<file path="config.mk">
export PLATFORM = sky130hd
export DESIGN_NAME = fork_alloc
export DESIGN_NICKNAME = d
export VERILOG_FILES = /design/src/rtl/fork_alloc_pkg.sv /design/src/rtl/fork_scan.sv /design/src/rtl/fork_commit.sv /design/src/rtl/fork_alloc.sv
export SDC_FILE = /design/constraint.sdc
export NUM_CORES = 1
export LEC_CHECK = 0
export BUFFER_PORTS_ARGS = -buffer_cell sky130_fd_sc_hd__buf_2
export CORE_AREA = 3 3 162 117
export DETAILED_ROUTE_END_ITERATION = 7
export DIE_AREA = 0 0 165 120
export GPL_TIMING_DRIVEN = 0
export PLACE_DENSITY_LB_ADDON = 0.2
export SETUP_SLACK_MARGIN = 0.1
export SLEW_MARGIN = 10
export SYNTH_ARGS = -nofsm -noshare
export SYNTH_HDL_FRONTEND = slang
export SYNTH_SLANG_ARGS = --single-unit
</file>
<file path="constraint.sdc">
create_clock -name clk -period 2.2 [get_ports clk]
set_input_delay 0.11 -clock clk [delete_from_list [all_inputs] [get_ports clk]]
set_output_delay 0.11 -clock clk [all_outputs]
set_load 0.005 [all_outputs]
</file>
<file path="src/rtl/fork_alloc_pkg.sv">
`timescale 1ns/1ps
// Package: shared encodings for the fork allocator.
// Assumes: exception code field is 3 bits wide.
package fork_alloc_pkg;
    typedef enum logic [2:0] {
        EXC_NONE      = 3'd0,
        EXC_FORK_FULL = 3'd1
    } exc_t;

    localparam logic [1:0] RUNST_RUNNING = 2'b00;
endpackage

</file>
<file path="src/rtl/fork_scan.sv">
`timescale 1ns/1ps
// Module: fork_scan
// Qualifies every context against the caller and picks the lowest-numbered
// free one with a two's-complement priority mask.
// Assumes: N_CTX >= 2; clk and rst_n are used only by the assertions.
module fork_scan #(
    parameter int N_CTX = 8,
    parameter int VPE_W = 2,
    parameter int CNT_W = $clog2(N_CTX)
) (
    input  logic                   clk,
    input  logic                   rst_n,
    input  logic [CNT_W-1:0]       cfg_last,
    input  logic [VPE_W-1:0]       caller_vpe,
    input  logic [N_CTX*VPE_W-1:0] ctx_vpe,
    input  logic [N_CTX-1:0]       ctx_dyn,
    input  logic [N_CTX-1:0]       ctx_halt,
    input  logic [N_CTX-1:0]       ctx_active,
    output logic [N_CTX-1:0]       pick,
    output logic                   found
);
    localparam int CMP_W = CNT_W + 1;

    logic [N_CTX-1:0] qual;

    // One qualify term per context: in range, same element, free.
    for (genvar i = 0; i < N_CTX; i++) begin : g_qual
        logic in_range;
        assign in_range = CMP_W'(i) <= {1'b0, cfg_last};
        assign qual[i]  = in_range
                        && (ctx_vpe[i*VPE_W +: VPE_W] == caller_vpe)
                        && ctx_dyn[i] && !ctx_halt[i] && !ctx_active[i];
    end

    // Isolate the lowest set qualify bit.
    always_comb begin
        pick  = qual & (~qual + 1'b1);
        found = |qual;
    end

    AST_PICK_QUALIFIED: assert property (@(posedge clk) disable iff (!rst_n)
        (pick & ~qual) == '0);
    AST_NONE_BELOW: assert property (@(posedge clk) disable iff (!rst_n)
        found |-> (((pick - 1'b1) & qual) == '0));
    AST_PICK_IN_RANGE: assert property (@(posedge clk) disable iff (!rst_n)
        found |-> ((pick >> cfg_last) <= 1));
endmodule

</file>
<file path="src/rtl/fork_commit.sv">
`timescale 1ns/1ps
// Module: fork_commit
// Registers the scan result for one cycle: write strobes and data on success,
// or a fault pulse with exception code on failure. Requests that arrive while
// a result is shown are dropped.
// Assumes: pick is one-hot whenever found is 1.
module fork_commit
    import fork_alloc_pkg::*;
#(
    parameter int N_CTX  = 8,
    parameter int ADDR_W = 32,
    parameter int DATA_W = 32,
    parameter int IDX_W  = 5,
    parameter int ASID_W = 8
) (
    input  logic              clk,
    input  logic              rst_n,
    input  logic              fork_req,
    input  logic              found,
    input  logic [N_CTX-1:0]  pick,
    input  logic [ADDR_W-1:0] fork_pc,
    input  logic [DATA_W-1:0] fork_val,
    input  logic [IDX_W-1:0]  fork_idx,
    input  logic [1:0]        caller_ksu,
    input  logic [ASID_W-1:0] caller_asid,
    output logic              fork_ok,
    output logic              fork_fault,
    output logic [2:0]        exc_code,
    output logic [N_CTX-1:0]  wr_ctx,
    output logic [ADDR_W-1:0] wr_pc,
    output logic [IDX_W-1:0]  wr_gpr_idx,
    output logic [DATA_W-1:0] wr_gpr_val,
    output logic [1:0]        wr_runst,
    output logic              wr_dslot,
    output logic              wr_dirty,
    output logic              wr_active,
    output logic [1:0]        wr_ksu,
    output logic [ASID_W-1:0] wr_asid
);
    logic busy;
    logic accept;

    // A request is taken only when no result is currently on the outputs.
    always_comb begin
        busy   = fork_ok || fork_fault;
        accept = fork_req && !busy;
    end

    // Result register: one-cycle pulse carrying strobes and write data.
    always_ff @(posedge clk) begin
        if (!rst_n) begin
            fork_ok    <= 1'b0;
            fork_fault <= 1'b0;
            exc_code   <= EXC_NONE;
            wr_ctx     <= '0;
            wr_pc      <= '0;
            wr_gpr_idx <= '0;
            wr_gpr_val <= '0;
            wr_ksu     <= '0;
            wr_asid    <= '0;
        end else begin
            fork_ok    <= 1'b0;
            fork_fault <= 1'b0;
            exc_code   <= EXC_NONE;
            wr_ctx     <= '0;
            if (accept && found) begin
                fork_ok    <= 1'b1;
                wr_ctx     <= pick;
                wr_pc      <= fork_pc;
                wr_gpr_idx <= fork_idx;
                wr_gpr_val <= fork_val;
                wr_ksu     <= caller_ksu;
                wr_asid    <= caller_asid;
            end else if (accept) begin
                fork_fault <= 1'b1;
                exc_code   <= EXC_FORK_FULL;
            end
        end
    end

    // Fixed status fields of a freshly started context.
    always_comb begin
        wr_runst  = RUNST_RUNNING;
        wr_dslot  = 1'b0;
        wr_dirty  = fork_ok;
        wr_active = fork_ok;
    end

    AST_ACCEPT_RESULT: assert property (@(posedge clk) disable iff (!rst_n)
        (fork_req && !fork_ok && !fork_fault) |=> (fork_ok || fork_fault));
    AST_EXCLUSIVE: assert property (@(posedge clk) disable iff (!rst_n)
        !(fork_ok && fork_fault));
    AST_SINGLE_PULSE: assert property (@(posedge clk) disable iff (!rst_n)
        (fork_ok || fork_fault) |=> !(fork_ok || fork_fault));
    AST_FAULT_CODE: assert property (@(posedge clk) disable iff (!rst_n)
        fork_fault |-> (exc_code == 3'd1 && wr_ctx == '0));
    AST_ONE_TARGET: assert property (@(posedge clk) disable iff (!rst_n)
        fork_ok |-> ($countones(wr_ctx) == 1));
    AST_IDLE_QUIET: assert property (@(posedge clk) disable iff (!rst_n)
        !fork_ok |-> (wr_ctx == '0 && !wr_active));
endmodule

</file>
<file path="src/rtl/fork_alloc.sv">
`timescale 1ns/1ps
// Module: fork_alloc (top)
// Fork allocator: finds the lowest free hardware context in the caller's
// processing element and issues one cycle of writes to start it, or a
// thread fault when none is free.
// Assumes: context flags are stable in the cycle the request is sampled.
module fork_alloc #(
    parameter int N_CTX  = 8,
    parameter int VPE_W  = 2,
    parameter int ADDR_W = 32,
    parameter int DATA_W = 32,
    parameter int IDX_W  = 5,
    parameter int ASID_W = 8,
    parameter int CNT_W  = $clog2(N_CTX)
) (
    input  logic                   clk,
    input  logic                   rst_n,
    input  logic                   fork_req,
    input  logic [ADDR_W-1:0]      fork_pc,
    input  logic [DATA_W-1:0]      fork_val,
    input  logic [IDX_W-1:0]       fork_idx,
    input  logic [VPE_W-1:0]       caller_vpe,
    input  logic [1:0]             caller_ksu,
    input  logic [ASID_W-1:0]      caller_asid,
    input  logic [CNT_W-1:0]       cfg_last,
    input  logic [N_CTX*VPE_W-1:0] ctx_vpe,
    input  logic [N_CTX-1:0]       ctx_dyn,
    input  logic [N_CTX-1:0]       ctx_halt,
    input  logic [N_CTX-1:0]       ctx_active,
    output logic                   fork_ok,
    output logic                   fork_fault,
    output logic [2:0]             exc_code,
    output logic [N_CTX-1:0]       wr_ctx,
    output logic [ADDR_W-1:0]      wr_pc,
    output logic [IDX_W-1:0]       wr_gpr_idx,
    output logic [DATA_W-1:0]      wr_gpr_val,
    output logic [1:0]             wr_runst,
    output logic                   wr_dslot,
    output logic                   wr_dirty,
    output logic                   wr_active,
    output logic [1:0]             wr_ksu,
    output logic [ASID_W-1:0]      wr_asid
);
    logic [N_CTX-1:0] pick;
    logic             found;

    fork_scan #(.N_CTX(N_CTX), .VPE_W(VPE_W), .CNT_W(CNT_W)) u_scan (
        .clk        (clk),
        .rst_n      (rst_n),
        .cfg_last   (cfg_last),
        .caller_vpe (caller_vpe),
        .ctx_vpe    (ctx_vpe),
        .ctx_dyn    (ctx_dyn),
        .ctx_halt   (ctx_halt),
        .ctx_active (ctx_active),
        .pick       (pick),
        .found      (found)
    );

    fork_commit #(
        .N_CTX(N_CTX), .ADDR_W(ADDR_W), .DATA_W(DATA_W),
        .IDX_W(IDX_W), .ASID_W(ASID_W)
    ) u_commit (
        .clk         (clk),
        .rst_n       (rst_n),
        .fork_req    (fork_req),
        .found       (found),
        .pick        (pick),
        .fork_pc     (fork_pc),
        .fork_val    (fork_val),
        .fork_idx    (fork_idx),
        .caller_ksu  (caller_ksu),
        .caller_asid (caller_asid),
        .fork_ok     (fork_ok),
        .fork_fault  (fork_fault),
        .exc_code    (exc_code),
        .wr_ctx      (wr_ctx),
        .wr_pc       (wr_pc),
        .wr_gpr_idx  (wr_gpr_idx),
        .wr_gpr_val  (wr_gpr_val),
        .wr_runst    (wr_runst),
        .wr_dslot    (wr_dslot),
        .wr_dirty    (wr_dirty),
        .wr_active   (wr_active),
        .wr_ksu      (wr_ksu),
        .wr_asid     (wr_asid)
    );
endmodule

</file>
---- Yosys cells after proc, flatten, opt, wreduce, memory -nomap -nowiden ----
Cells that the tools add are included.
W data, S select, Z words.
storage, ports and cells
  register bits after elaboration ......... 92
  bits of input ports ..................... 127
  output and inout port bits .............. 97
  word-level logic and storage cells ...... 85
cells by class
  add/subtract/negate cells ............... 1
  magnitude comparators ................... 7
  equality and inequality tests ........... 8
  mux-type cells .......................... 3
  bitwise logic cells ..................... 3
  reduce and logical (&&, ||, !) cells .... 54
operators with widths
  cell                   number
  $logic_and A1 B1 Y1    33
  $logic_not A1 Y1       17
  $eq A2 B2 Y1           8
  $le A3 B3 Y1 const A   4
  $add A8 B1 Y8 const B  1
  $and A8 B8 Y8          1
  $not A8 Y8             1
  $reduce_or A8 Y1       1
  $le A2 B3 Y1 const A   2
  $le A1 B3 Y1 const A   1
  $mux W1                3
  $reduce_and A2 Y1      1
  $reduce_or A2 Y1       1
  $logic_or A1 B1 Y1     1
  $not A1 Y1             1

---- Depth between registers and ports, before layout ----
Gate-level depths: netlist of run 1.
  depth in word-level cells ............... 8
  mapped depth ............................ 9
  depth with buffers taken out ............ 5

---- By module ----
Synthesis of run 1 repeated with hierarchy kept, for this count alone.
second synthesis, totals
  cells, all modules ...................... 261
  area, all modules ....................... 3186.8 µm²
by module, submodules not included
  module       instances  cells an instance  area an instance (µm²)  sequential area each (µm²)
  fork_commit  1          209                2790.2                  1781.7
  fork_scan    1          52                 396.6                   0.0

---- Worst setup path before layout of run 1 ----
No wires, ideal clock.
  path kind ............................... register -> register
  start point ............................. register, netlist name u_commit.exc_code[0]
  end point ............................... register u_commit.wr_asid[1]
  setup time .............................. 0.095 ns
  arrival time ............................ 1.750 ns
  data required time ...................... 2.105 ns
  slack ................................... 0.355 ns
  stages on the path, launching flop included .. 9
  path buffers ............................ 4
  clock period less this slack ............ 1.845 ns
  cells stage by stage .................... dfxtp_1 nor3b_1 buf_2 and2_1 clkbuf_1 clkbuf_1 clkbuf_1 o211ai_1 o311ai_1
RTL lines
  element               RTL line           text
  to (signal assigned)  fork_commit.sv:73  wr_asid <= caller_asid;
  to (decl)             fork_commit.sv:38  output logic [ASID_W-1:0] wr_asid

---- Worst setup path after layout of run 1 ----
  start point ............................. input ctx_halt[3]
  end point ............................... register u_commit.wr_pc[21]
on the way
  cells in the longest elaborated chain, start to end .. 5
ends and longest elaborated chain
  element                            RTL line           text
  from (decl)                        fork_alloc.sv:28   input logic [N_CTX-1:0] ctx_halt,
  $logic_not A1 Y1                   fork_scan.sv:32    && ctx_dyn[i] && !ctx_halt[i] && !ctx_active[i];
  $logic_and A1 B1 Y1 (2 in series)  fork_scan.sv:32
  $reduce_or A8 Y1                   fork_scan.sv:38    found = |qual;
  $logic_and A1 B1 Y1                fork_commit.sv:66  if (accept && found) begin
  to (signal assigned)               fork_commit.sv:69  wr_pc <= fork_pc;
  to (decl)                          fork_commit.sv:30  output logic [ADDR_W-1:0] wr_pc,
Every way passes these cells.
A chain may end at the register's enable or synchronous reset.

==> summary.md, run 1 <==
| Metric | Value |
|---|---|
| Run status | complete, no violations |
| Number of core rows | 41 |
| Seq/Total Area, Yosys | 35.4% |
| Biggest area contributors in the synthesized netlist | sky130_fd_sc_hd__dfxtp_1, sky130_fd_sc_hd__o311ai_1, sky130_fd_sc_hd__o211ai_1 |
| Peak VDD IR | 302 µV |
| Pin count of the biggest net entering global routing | 14 |
| Fmax | 510 MHz |
| Wire length of the first global-routing pass | 31100 µm |
| Count of final hold-check violations | 0 |
| Total Nets Final | 990 |
| IO buf count | 215 |
| Number of cells in the design after placement | 1089 |
| Final number of setup-violating endpoints | 0 |
| Tot GR Track Use | 19.9% |
| Number of unique standard cell types used by synthesis | 36 |
| Chip Height | 120 µm |
| Non-filler instance count after layout | 1104 |
| Final routed wirelength across all metal layers | 20400 µm |
| Number of violations reported at the end of detailed-routing iteration 0 | 467 |
| Worst hold slack | 0.0165 ns |
| Leading area contributor after synthesis | sky130_fd_sc_hd__dfxtp_1 |
| Pwr/cell area | 637 mW/mm² |
| Via density per instance | 5.50 |
| Synthesized area per cell | 7.94 µm² |
| Final period utilization | 89.2% |
| Starting utilization of the core area | 28.4% |
| Data required time at the worst endpoint | 2.41 ns |
| Prevailing post-synth register cell | sky130_fd_sc_hd__dfxtp_1 |
| Synth top cells by count | sky130_fd_sc_hd__dfxtp_1, sky130_fd_sc_hd__nand2_1, sky130_fd_sc_hd__nor2_1 |
| Async SR Flop Fraction | 0% |
| Post-route ant nets | 0 |
| Number of warnings issued by yosys | 0 |
| Final std cell area, no fill | 0.00677 mm² |
| Longest Clk Path Bufs | 2 |
| GPL Wtd Cong | 0.797 |
| Fraction of final layout cells with drive strength greater than 1 | 31.7% |
| HPWL after detailed placement | 14700 µm |
| Leak | 2.81 nW |
| Clock tree from TritonCTS | done |
| Flops & latches, synth | 89 |
| Area growth from synthesis to layout | 34.5% |
| Post-synth top area share | 35.4% |
| Gate count after technology mapping | 634 |
| Number of antenna violations at the first check in global routing | 1 |
| Power, Total | 0.00431 W |
| Crit path capture type | flop |
| Instance area after placement | 0.00642 mm² |
| Area of the placeable core | 0.0177 mm² |
| Count of clock tree sinks | 89 |
| Peak fanout along the critical path | 10 |
| RSZ-0062 raised after global routing | true |
| First-pass DRT Iterations | 5 |
| Worst slew pin tran | 0.618 ns |
| Skew-Pair Late Insertion Delay | 0.34 ns |
| Number of vias after detailed routing | 6068 |
| Count of boundary I/O pins | 224 |
| Horizontal die dimension | 165 µm |
| Post-synth design cell area | 0.00503 mm² |
| Die Footprint | 0.0198 mm² |
| Routed len/inst | 18.5 µm |
| Final critical delay including setup and external delays | 1.96 ns |
| CTS buffer count | 9 |
| Number of synthesized flops with an enable pin | 0 |
| Number of levels in the clock H-tree | 3 |
| Total of max-cap violations | 0 |
| Worst-case headroom to the max-slew limit | 58.8% |
| Post-route DRC violation count | 0 |
| CP startpoint kind | primary input |
| Clock transition at path regs | 0.07 ns |
| Worst Hold Class | in2reg |
| Total global routing overflow | 0 |
| Number of hold buffers added after cts | 0 |
| Worst Path Arrival | 2.17 ns |
| Worst clock skew | 0.00340 ns |
| Critical path class | in2reg |
| Clock root buffer | sky130_fd_sc_hd__clkbuf_16 |
| Count leader, synth | sky130_fd_sc_hd__dfxtp_1 |
| Number of pins with negative max-slew slack in the final report | 0 |
| Vias in the first global route | 5636 |
## final timing paths
check / start / to / slack [ns] / cells past startpoint
max: ctx_halt[3] / u_commit.wr_pc[21] / 0.24 / 8
min: fork_val[3] / u_commit.wr_gpr_val[3] / 0.02 / 3
max reg2reg: u_commit.exc_code[0] / u_commit.wr_gpr_val[27] / 0.25 / 8
min reg2reg: u_commit.wr_asid[7] / u_commit.wr_asid[7] / 0.50 / 2
## timing repair
item | 4_1_cts | 5_1_grt
gates resized for setup | 16 | 19
setup buffers | 0 | 0
endpoints found under the setup margin | 81 | 79
## where the power goes
group	switching [W]	internal [W]	total, W
combinational	0.000509	0.000344	0.000852
clock	0.000668	0.000998	0.00167
sequential	0.0000650	0.00173	0.00180
total	0.00124	0.00307	0.00431
## final cells by class
| cell class | instances | area (µm²) |
|---|---|---|
| Antenna cell | 1 | 2.50 |
| Buffer | 89 | 470 |
| Clock buffer | 13 | 280 |
| Clock inverter | 2 | 35.0 |
| Fill cell | 1898 | 10900 |
| Inverter | 1 | 3.75 |
| Multi-Input combinational cell | 458 | 2830 |
| Sequential cell | 89 | 1780 |
| Tap cell | 236 | 295 |
| Timing Repair Buffer | 215 | 1080 |
## cells in the final DEF, fill, tap and decap left out, drive strengths merged, types with 5 or more instances in the layout
master	count
a31oi	79
buf	248
clkbuf	69
conb	5
dfxtp	89
nand2	82
nor2	82
nor3b	5
o211ai	79
o311ai	79
xnor2	8
xor2	7
## state kept, by name, indices dropped and copies added, names as in the netlist
| name | cells |
|---|---|
| u_commit.wr_asid | 8 |
| u_commit.wr_pc | 32 |
| u_commit.fork_ok | 1 |
| u_commit.wr_gpr_val | 32 |
| u_commit.exc_code | 1 |
| u_commit.wr_ctx | 8 |
| u_commit.wr_gpr_idx | 5 |
| u_commit.wr_ksu | 2 |
## cells by family (layout without fill, tap and decap cells)
logic type / Yosys count / count (layout) / synth area share, %
xor+xnor: 15 / 15 / 2.61
buf+inv: 91 / 320 / 8.77
compound gates: 246 / 246 / 36.6
flops: 89 / 89 / 35.4
simple gates: 192 / 192 / 16.6
other cells: 1 / 6 / 0.0745
## metal layers
metal  GRT usage, %  wire length [µm]
met1           28.8              9370
met2           28.8              8820
met3           5.87              1980
met4           4.66               251
met5              0                 7
## per-stage QoR
step / setup TNS (ns) / util (%) / setup WS [ns]
floorplan: 0 / - / 0.355
global placement: -37.44 / 36.3 / -0.509
detailed placement: -38.91 / 36.3 / -0.548
CTS: 0 / 38.2 / 0.125
global route: 0 / 38.2 / 0.0978
finish: 0 / 38.3 / 0.237
## critical path: stages
cell and delay [ns]:
sky130_fd_sc_hd__buf_2 0.09, sky130_fd_sc_hd__or3b_1 0.37, sky130_fd_sc_hd__or4_4 0.54, sky130_fd_sc_hd__nand4_2 0.34, sky130_fd_sc_hd__or2_1 0.19, sky130_fd_sc_hd__buf_6 0.18
sky130_fd_sc_hd__buf_4 0.21, sky130_fd_sc_hd__o311ai_1 0.13
No activity file was read; power rests on OpenSTA's default activity.
==> run 2, diff against run 1 <==
--- a/config.mk
+++ b/config.mk
@@ -7,6 +7,7 @@
 export LEC_CHECK = 0
 export BUFFER_PORTS_ARGS = -buffer_cell sky130_fd_sc_hd__buf_2
 export CORE_AREA = 3 3 162 117
+export CTS_BUF_LIST = sky130_fd_sc_hd__clkbuf_4
 export DETAILED_ROUTE_END_ITERATION = 7
 export DIE_AREA = 0 0 165 120
 export GPL_TIMING_DRIVEN = 0
==> run 2 against run 1 <==
Compared with the run above: utilization grew 4.5 points; sequential cell count did not move; register-to-register slack better by 0.02 ns; critical path type unchanged.
==> summary.md, run 2 (synthesis results as in run 1) <==
| Metric | Value |
|---|---|
| Largest registers | u_commit.wr_gpr_val x32, u_commit.wr_pc x32 (unchanged) |
| Area growth from synthesis to layout | 50.2% (was 34.5%) |
| Total global routing overflow | 0 (unchanged) |
| Count of boundary I/O pins | 224 (unchanged) |
| Skew-Pair Late Insertion Delay | 0.49 ns (was 0.34 ns) |
| HPWL after detailed placement | 14700 µm (unchanged) |
| Run status | complete, no violations (unchanged) |
| Worst clock skew | 0.0137 ns (was 0.00340 ns) |
| Instance area after placement | 0.00642 mm² (unchanged) |
| Number of cells in the design after placement | 1089 (unchanged) |
| Pin count of the biggest net entering global routing | 14 (unchanged) |
| Wire length of the first global-routing pass | 32600 µm (was 31100 µm) |
| Area of the placeable core | 0.0177 mm² (unchanged) |
| Chip Height | 120 µm (unchanged) |
| Number of pins with negative max-slew slack in the final report | 0 (unchanged) |
| Peak fanout along the critical path | 10 (unchanged) |
| IO buf count | 215 (unchanged) |
| Worst hold slack | 0.0471 ns (was 0.0165 ns) |
| Final period utilization | 93.0% (was 89.2%) |
| Critical Path Slowest Stage Cell | sky130_fd_sc_hd__dlygate4sd3_1 (was sky130_fd_sc_hd__or4_4) |
| RSZ-0062 raised after global routing | true (unchanged) |
| Post-route ant nets | 0 (unchanged) |
| Via density per instance | 5.36 (was 5.50) |
| Most frequent CP cell | sky130_fd_sc_hd__buf_2 |
| Fmax | 489 MHz (was 510 MHz) |
| Clock transition at path regs | 0.14 ns (was 0.07 ns) |
| Number of violations reported at the end of detailed-routing iteration 0 | 525 (was 467) |
| Worst Hold Class | in2reg (unchanged) |
| Pwr/cell area | 491 mW/mm² (was 637 mW/mm²) |
| Total of max-cap violations | 0 (unchanged) |
| Critical path class | in2reg (unchanged) |
| Data required time at the worst endpoint | 2.56 ns (was 2.41 ns) |
| Starting utilization of the core area | 28.4% (unchanged) |
| Number of vias after detailed routing | 6436 (was 6068) |
| Crit path capture type | flop (unchanged) |
| Total Neg Setup Slack | 0 ns (unchanged) |
| Clock tree from TritonCTS | done (unchanged) |
| Vias in the first global route | 6063 (was 5636) |
| Final routed wirelength across all metal layers | 21500 µm (was 20400 µm) |
| CP startpoint kind | primary input (unchanged) |
| Most frequent standard cell in the layout excluding fill and tap cells | sky130_fd_sc_hd__buf_2 (unchanged) |
| CTS buffer count | 9 (unchanged) |
| Non-filler instance count after layout | 1200 (was 1104) |
| Crit path largest cell delay | 0.52 ns (was 0.54 ns) |
| Total Nets Final | 1087 (was 990) |
| Clock root buffer | sky130_fd_sc_hd__clkbuf_4 (was sky130_fd_sc_hd__clkbuf_16) |
| Longest Clk Path Bufs | 2 (unchanged) |
| Number of core rows | 41 (unchanged) |
| Final std cell area, no fill | 0.00756 mm² (was 0.00677 mm²) |
| Chain of cells forming the critical path | dlygate4sd3_1, buf_2, nor4_2, or2_1, buf_2, buf_4, clkbuf_1, o311ai_1 (was buf_2, or3b_1, or4_4, nand4_2, or2_1, buf_6, buf_4, o311ai_1) |
| GPL Wtd Cong | 0.797 (unchanged) |
| Routed len/inst | 17.9 µm (was 18.5 µm) |
| Tot GR Track Use | 20.7% (was 19.9%) |
| Worst slew pin tran | 0.647 ns (was 0.618 ns) |
| Peak VDD IR | 216 µV (was 302 µV) |
| Number of levels in the clock H-tree | 3 (unchanged) |
| Number of diodes | 0 (was 1) |
| Fraction of final layout cells with drive strength greater than 1 | 29.4% (was 31.7%) |
| First-pass DRT Iterations | 5 (unchanged) |
| Die Footprint | 0.0198 mm² (unchanged) |
| Final critical delay including setup and external delays | 2.05 ns (was 1.96 ns) |
| Post-route DRC violation count | 0 (unchanged) |
| Worst Path Arrival | 2.41 ns (was 2.17 ns) |
| Highest-count cells in the layout ignoring fill and taps | sky130_fd_sc_hd__buf_2, sky130_fd_sc_hd__dlygate4sd3_1, sky130_fd_sc_hd__dfxtp_1 (was sky130_fd_sc_hd__buf_2, sky130_fd_sc_hd__dfxtp_1, sky130_fd_sc_hd__nor2_1, sky130_fd_sc_hd__nand2_1) |
| Worst-case headroom to the max-slew limit | 56.9% (was 58.8%) |
| Count of final hold-check violations | 0 (unchanged) |
| Final number of setup-violating endpoints | 0 (unchanged) |
| Number of antenna violations at the first check in global routing | 0 (was 1) |
| Horizontal die dimension | 165 µm (unchanged) |
| Leak | 3.14 nW (was 2.81 nW) |
| Count of clock tree sinks | 89 (unchanged) |
[run 2: worst paths after layout]
check	from	endpoint	slack, ns	cells after the start
worst max-delay path	ctx_active[6]	u_commit.wr_asid[6]	0.15	8
worst max register to register	u_commit.exc_code[0]	u_commit.wr_pc[12]	0.27	8
worst min register to register	u_commit.wr_asid[7]	u_commit.wr_asid[7]	0.51	2
worst min-delay path	ctx_halt[6]	u_commit.wr_ctx[6]	0.05	4
[run 2: cell type report]
cell class,count,area (µm²)
repair buffers,311,2030
plain buffers,90,497
flip-flops and latches,89,1780
well taps,236,295
inverters,1,3.75
clock inverters,6,50.0
clock buffers,9,67.6
fillers,1839,10100
multi-input cells,458,2830
[run 2: metrics by stage]
stage	total power (W)	util, %	worst slack (ns)
6_report	0.00371	42.7	0.154
5_1_grt	0.00391	42.7	0.0579
4_1_cts	0.00373	42.4	0.108
3_5_place_dp	0.00268	36.3	-0.548
3_3_place_gp	0.00268	36.3	-0.509
2_1_floorplan	0.00225	-	0.355
[run 2: report_power, final]
part           switching [W]  leakage (nW)  internal, W
Combinational       0.000539          2.36     0.000457
Sequential         0.0000657         0.722      0.00173
Clock               0.000591        0.0657     0.000324
[run 2: what timing repair did]
| action | CTS | global route |
|---|---|---|
| resized for setup | 16 | 48 |
| endpoints found under the setup margin | 81 | 81 |
| endpoints found under the hold margin | 86 | 0 |
| buffers inserted | 0 | 2 |
| pin swaps | 0 | 0 |
| hold buffers | 94 | 0 |
[run 2: routing by layer]
metal  GRT usage, %  vias up  wire (µm)
met3           5.28       18       1680
met4           4.45        0        248
met1           29.4     3022      10100
li1               -     3093          -
met5              0        -          0
met2           31.6      303       9470
[run 2: critical path, delay by kind of cell]
kind | cells | cell delay [ns]
AOI/OAI and AO/OA | 1 | 0.18
and+or+nand+nor | 2 | 0.55
buffers and inverters | 5 | 1.57
==> run 3, diff against run 2 <==
--- a/config.mk
+++ b/config.mk
@@ -5,15 +5,16 @@
 export SDC_FILE = /design/constraint.sdc
 export NUM_CORES = 1
 export LEC_CHECK = 0
-export BUFFER_PORTS_ARGS = -buffer_cell sky130_fd_sc_hd__buf_2
-export CORE_AREA = 3 3 162 117
+export CORE_AREA = 3 3 130 94
 export CTS_BUF_LIST = sky130_fd_sc_hd__clkbuf_4
 export DETAILED_ROUTE_END_ITERATION = 7
-export DIE_AREA = 0 0 165 120
+export DIE_AREA = 0 0 133 97
+export DONT_BUFFER_PORTS = 1
 export GPL_TIMING_DRIVEN = 0
 export PLACE_DENSITY_LB_ADDON = 0.2
 export SETUP_SLACK_MARGIN = 0.1
 export SLEW_MARGIN = 10
 export SYNTH_ARGS = -nofsm -noshare
 export SYNTH_HDL_FRONTEND = slang
+export SYNTH_HIERARCHICAL = 1
 export SYNTH_SLANG_ARGS = --single-unit
==> run 3 against run 2 <==
Compared with the run above: first-iteration DRC count is 82% lower; via count is 62% lower; sequential share of layout area is 17 points higher; critical path depth is 1 higher; critical path type unchanged; critical endpoint is now u_commit/wr_pc[9]; setup slack better by 0.046 ns; utilization is 2.6 points lower; worst hold slack better by 0.0094 ns; non-clock buffer count is 289 lower; register-to-register slack better by 0.41 ns; clock skew is 0.0045 ns lower; fmax is 2.3% higher; power is 18% lower; highest routed layer unchanged.
==> summary.md, run 3 <==
| Metric | Value |
|---|---|
| Leading area contributor after synthesis | sky130_fd_sc_hd__dfxtp_1 (unchanged) |
| Run status | complete, no violations (unchanged) |
| Fmax | 500 MHz (was 489 MHz) |
| Data required time at the worst endpoint | 2.57 ns (was 2.56 ns) |
| Worst reg-to-reg path cell count | 4 (was 8) |
| Total Nets Final | 486 (was 1087) |
| Post-synth design cell area | 0.00319 mm² (was 0.00503 mm²) |
| Horizontal die dimension | 133 µm (was 165 µm) |
| Longest Clk Path Bufs | 2 (unchanged) |
| Worst Path Arrival | 2.37 ns (was 2.41 ns) |
| Critical path class | in2reg (unchanged) |
| Number of violations reported at the end of detailed-routing iteration 0 | 97 (was 525) |
| Peak VDD IR | 273 µV (was 216 µV) |
| Final critical delay including setup and external delays | 2.00 ns (was 2.05 ns) |
| Biggest area contributors in the synthesized netlist | sky130_fd_sc_hd__dfxtp_1, sky130_fd_sc_hd__a22o_1, sky130_fd_sc_hd__buf_6 (was sky130_fd_sc_hd__dfxtp_1, sky130_fd_sc_hd__o311ai_1, sky130_fd_sc_hd__o211ai_1) |
| Worst Hold Class | in2reg (unchanged) |
| Area growth from synthesis to layout | 38.5% (was 50.2%) |
| Skew-Pair Late Insertion Delay | 0.42 ns (was 0.49 ns) |
| First-pass DRT Iterations | 4 (was 5) |
| Post-route DRC violation count | 0 (unchanged) |
| Count of boundary I/O pins | 224 (unchanged) |
| Clock root buffer | sky130_fd_sc_hd__clkbuf_4 (unchanged) |
| Seq/Total Area, Yosys | 55.9% (was 35.4%) |
| Prevailing post-synth register cell | sky130_fd_sc_hd__dfxtp_1 (unchanged) |
| Final period utilization | 90.9% (was 93.0%) |
| GPL Wtd Cong | 0.710 (was 0.797) |
| Die Footprint | 0.0129 mm² (was 0.0198 mm²) |
| Pwr/cell area | 692 mW/mm² (was 491 mW/mm²) |
| Final number of setup-violating endpoints | 0 (unchanged) |
| Most frequent standard cell in the layout excluding fill and tap cells | sky130_fd_sc_hd__dfxtp_1 (was sky130_fd_sc_hd__buf_2) |
| Leak | 1.77 nW (was 3.14 nW) |
| Final routed wirelength across all metal layers | 9080 µm (was 21500 µm) |
| Total of max-cap violations | 0 (unchanged) |
| Clock tree from TritonCTS | done (unchanged) |
| Fraction of final layout cells with drive strength greater than 1 | 13.5% (was 29.4%) |
| Wire length of the first global-routing pass | 14200 µm (was 32600 µm) |
| Count leader, synth | sky130_fd_sc_hd__dfxtp_1 (unchanged) |
| Number of antenna violations at the first check in global routing | 0 (unchanged) |
| Number of cells in the design after placement | 418 (was 1089) |
| Tot GR Track Use | 13.8% (was 20.7%) |
| Gate count after technology mapping | 261 (was 634) |
| Area of the placeable core | 0.0110 mm² (was 0.0177 mm²) |
| HPWL after detailed placement | 6170 µm (was 14700 µm) |
| Pin count of the biggest net entering global routing | 16 (was 14) |
| Flops & latches, synth | 89 (unchanged) |
| RSZ-0062 raised after global routing | false (was true) |
| Min setup slack post-route | 0.201 ns (was 0.154 ns) |
| Number of pins with negative max-slew slack in the final report | 0 (unchanged) |
| Count of final hold-check violations | 0 (unchanged) |
| Number of diodes | 0 (unchanged) |
| Crit path largest cell delay | 0.57 ns (was 0.52 ns) |
| CP startpoint kind | primary input (unchanged) |
| Number of unique standard cell types used by synthesis | 31 (was 36) |
| Worst slack at placement | -0.274 ns (was -0.548 ns) |
| Number of warnings issued by yosys | 6 (was 0) |
| Highest-count cells in the layout ignoring fill and taps | sky130_fd_sc_hd__dfxtp_1, sky130_fd_sc_hd__dlygate4sd3_1, sky130_fd_sc_hd__a22o_1 (was sky130_fd_sc_hd__buf_2, sky130_fd_sc_hd__dlygate4sd3_1, sky130_fd_sc_hd__dfxtp_1) |
| Chain of cells forming the critical path | or3_1, nand4_2, nand4_4, or4b_1, nand2_1, o31a_1, buf_6, clkbuf_1, a22o_1 (was dlygate4sd3_1, buf_2, nor4_2, or2_1, buf_2, buf_4, clkbuf_1, o311ai_1) |
| Total global routing overflow | 0 (unchanged) |
| Number of core rows | 32 (was 41) |
| Vias in the first global route | 2570 (was 6063) |
| Number of synthesized flops with an enable pin | 0 (unchanged) |
| Via density per instance | 4.73 (was 5.36) |
| Post-synth top area share | 55.9% (was 35.4%) |
| Post-route ant nets | 0 (unchanged) |
| IO buf count | 0 (was 215) |
| Synthesized area per cell | 12.2 µm² (was 7.94 µm²) |
| Synth top cells by count | sky130_fd_sc_hd__dfxtp_1, sky130_fd_sc_hd__a22o_1, sky130_fd_sc_hd__buf_6, sky130_fd_sc_hd__xnor2_1, sky130_fd_sc_hd__buf_4 (was sky130_fd_sc_hd__dfxtp_1, sky130_fd_sc_hd__nand2_1, sky130_fd_sc_hd__nor2_1) |
| Clock transition at path regs | 0.13 ns (was 0.14 ns) |
| Number of levels in the clock H-tree | 3 (unchanged) |
| CTS buffer count | 9 (unchanged) |
| Routed len/inst | 17.6 µm (was 17.9 µm) |
| Worst hold stages | 2 (was 4) |
| Number of vias after detailed routing | 2446 (was 6436) |
| Critical Path Slowest Stage Cell | sky130_fd_sc_hd__or4b_1 (was sky130_fd_sc_hd__dlygate4sd3_1) |
| Non-filler instance count after layout | 517 (was 1200) |
| Count of clock tree sinks | 89 (unchanged) |
| Peak fanout along the critical path | 10 (unchanged) |
| Worst clock skew | 0.00925 ns (was 0.0137 ns) |
| Starting utilization of the core area | 28.9% (was 28.4%) |
| Chip Height | 97 µm (was 120 µm) |
| Crit path capture type | flop (unchanged) |
| Async SR Flop Fraction | 0% (unchanged) |
| Largest registers | u_commit/wr_gpr_val x32, u_commit/wr_pc x32 (was u_commit.wr_gpr_val x32, u_commit.wr_pc x32) |
[run 3: final timing paths]
path,endpoint,slack [ns],from
worst max-delay path,u_commit/wr_pc[9],0.20,cfg_last[2]
worst min-delay path,u_commit/exc_code[0],0.06,rst_n
worst max register to register,u_commit/wr_pc[9],0.68,u_commit/exc_code[0]
worst min register to register,u_commit/wr_gpr_val[27],0.52,u_commit/wr_gpr_val[27]
[run 3: worst max-delay path: cells and delay by family]
kind            cells  cell delay (ns)
compound gates      2             0.38
buf+inv             2             0.57
simple gates        5             1.31
[run 3: stage by stage]
step / hold WS, ns / instance area (µm²) / TNS [ns] / util [%] / total power [W]
floorplan: 0.235 / 3220 / 0 / - / 0.00189
global placement: 0.236 / 3410 / -12.01 / 30.9 / 0.00194
detailed placement: 0.239 / 3410 / -14.29 / 30.9 / 0.00194
CTS: 0.0101 / 4410 / 0 / 40.0 / 0.00310
global route: 0.0187 / 4410 / 0 / 40.1 / 0.00320
finish: 0.0564 / 4410 / 0 / 40.1 / 0.00305
[run 3: area by class of cell]
class                      instances  area (µm²)
buffer                            29         240
clock buffer                      10        75.1
clock inverter                     6        92.6
fill                            1053        6600
inverter                           2        7.51
multi-input combinational        145        1190
sequential                        89        1780
tap                              153         191
timing repair buffer              83         831
[run 3: layer usage]
metal  wire (µm)  GRT usage (%)  vias to the layer above
li1            -              -                     1169
met1        3720           16.3                     1142
met2        4370           22.7                      128
met3         930           6.60                        7
met4          61           3.12                        0
met5           0              0                        -
[run 3: power by group]
| group | internal (W) | total, W | switching [W] |
|---|---|---|---|
| sequential | 0.00166 | 0.00171 | 0.0000442 |
| clock | 0.000477 | 0.00102 | 0.000546 |
| combinational | 0.000195 | 0.000324 | 0.000129 |
[run 3: cells by family (layout without fill, tap and decap cells)]
kind of cell,count (synthesis),after routing,share of synthesized area [%]
other,1,5,0.118
XOR/XNOR,16,16,4.40
buffers and inverters,31,130,7.66
AND/OR/NAND/NOR,41,41,9.23
flip-flops,89,89,55.9
AO/OA/AOI/OAI,83,83,22.7
[run 3: repair_timing]
action	CTS	global route
hold buffers	83	0
resized for setup	0	5
setup buffers	0	0
endpoints found under the setup margin	0	39
hold endpoints to repair	82	0
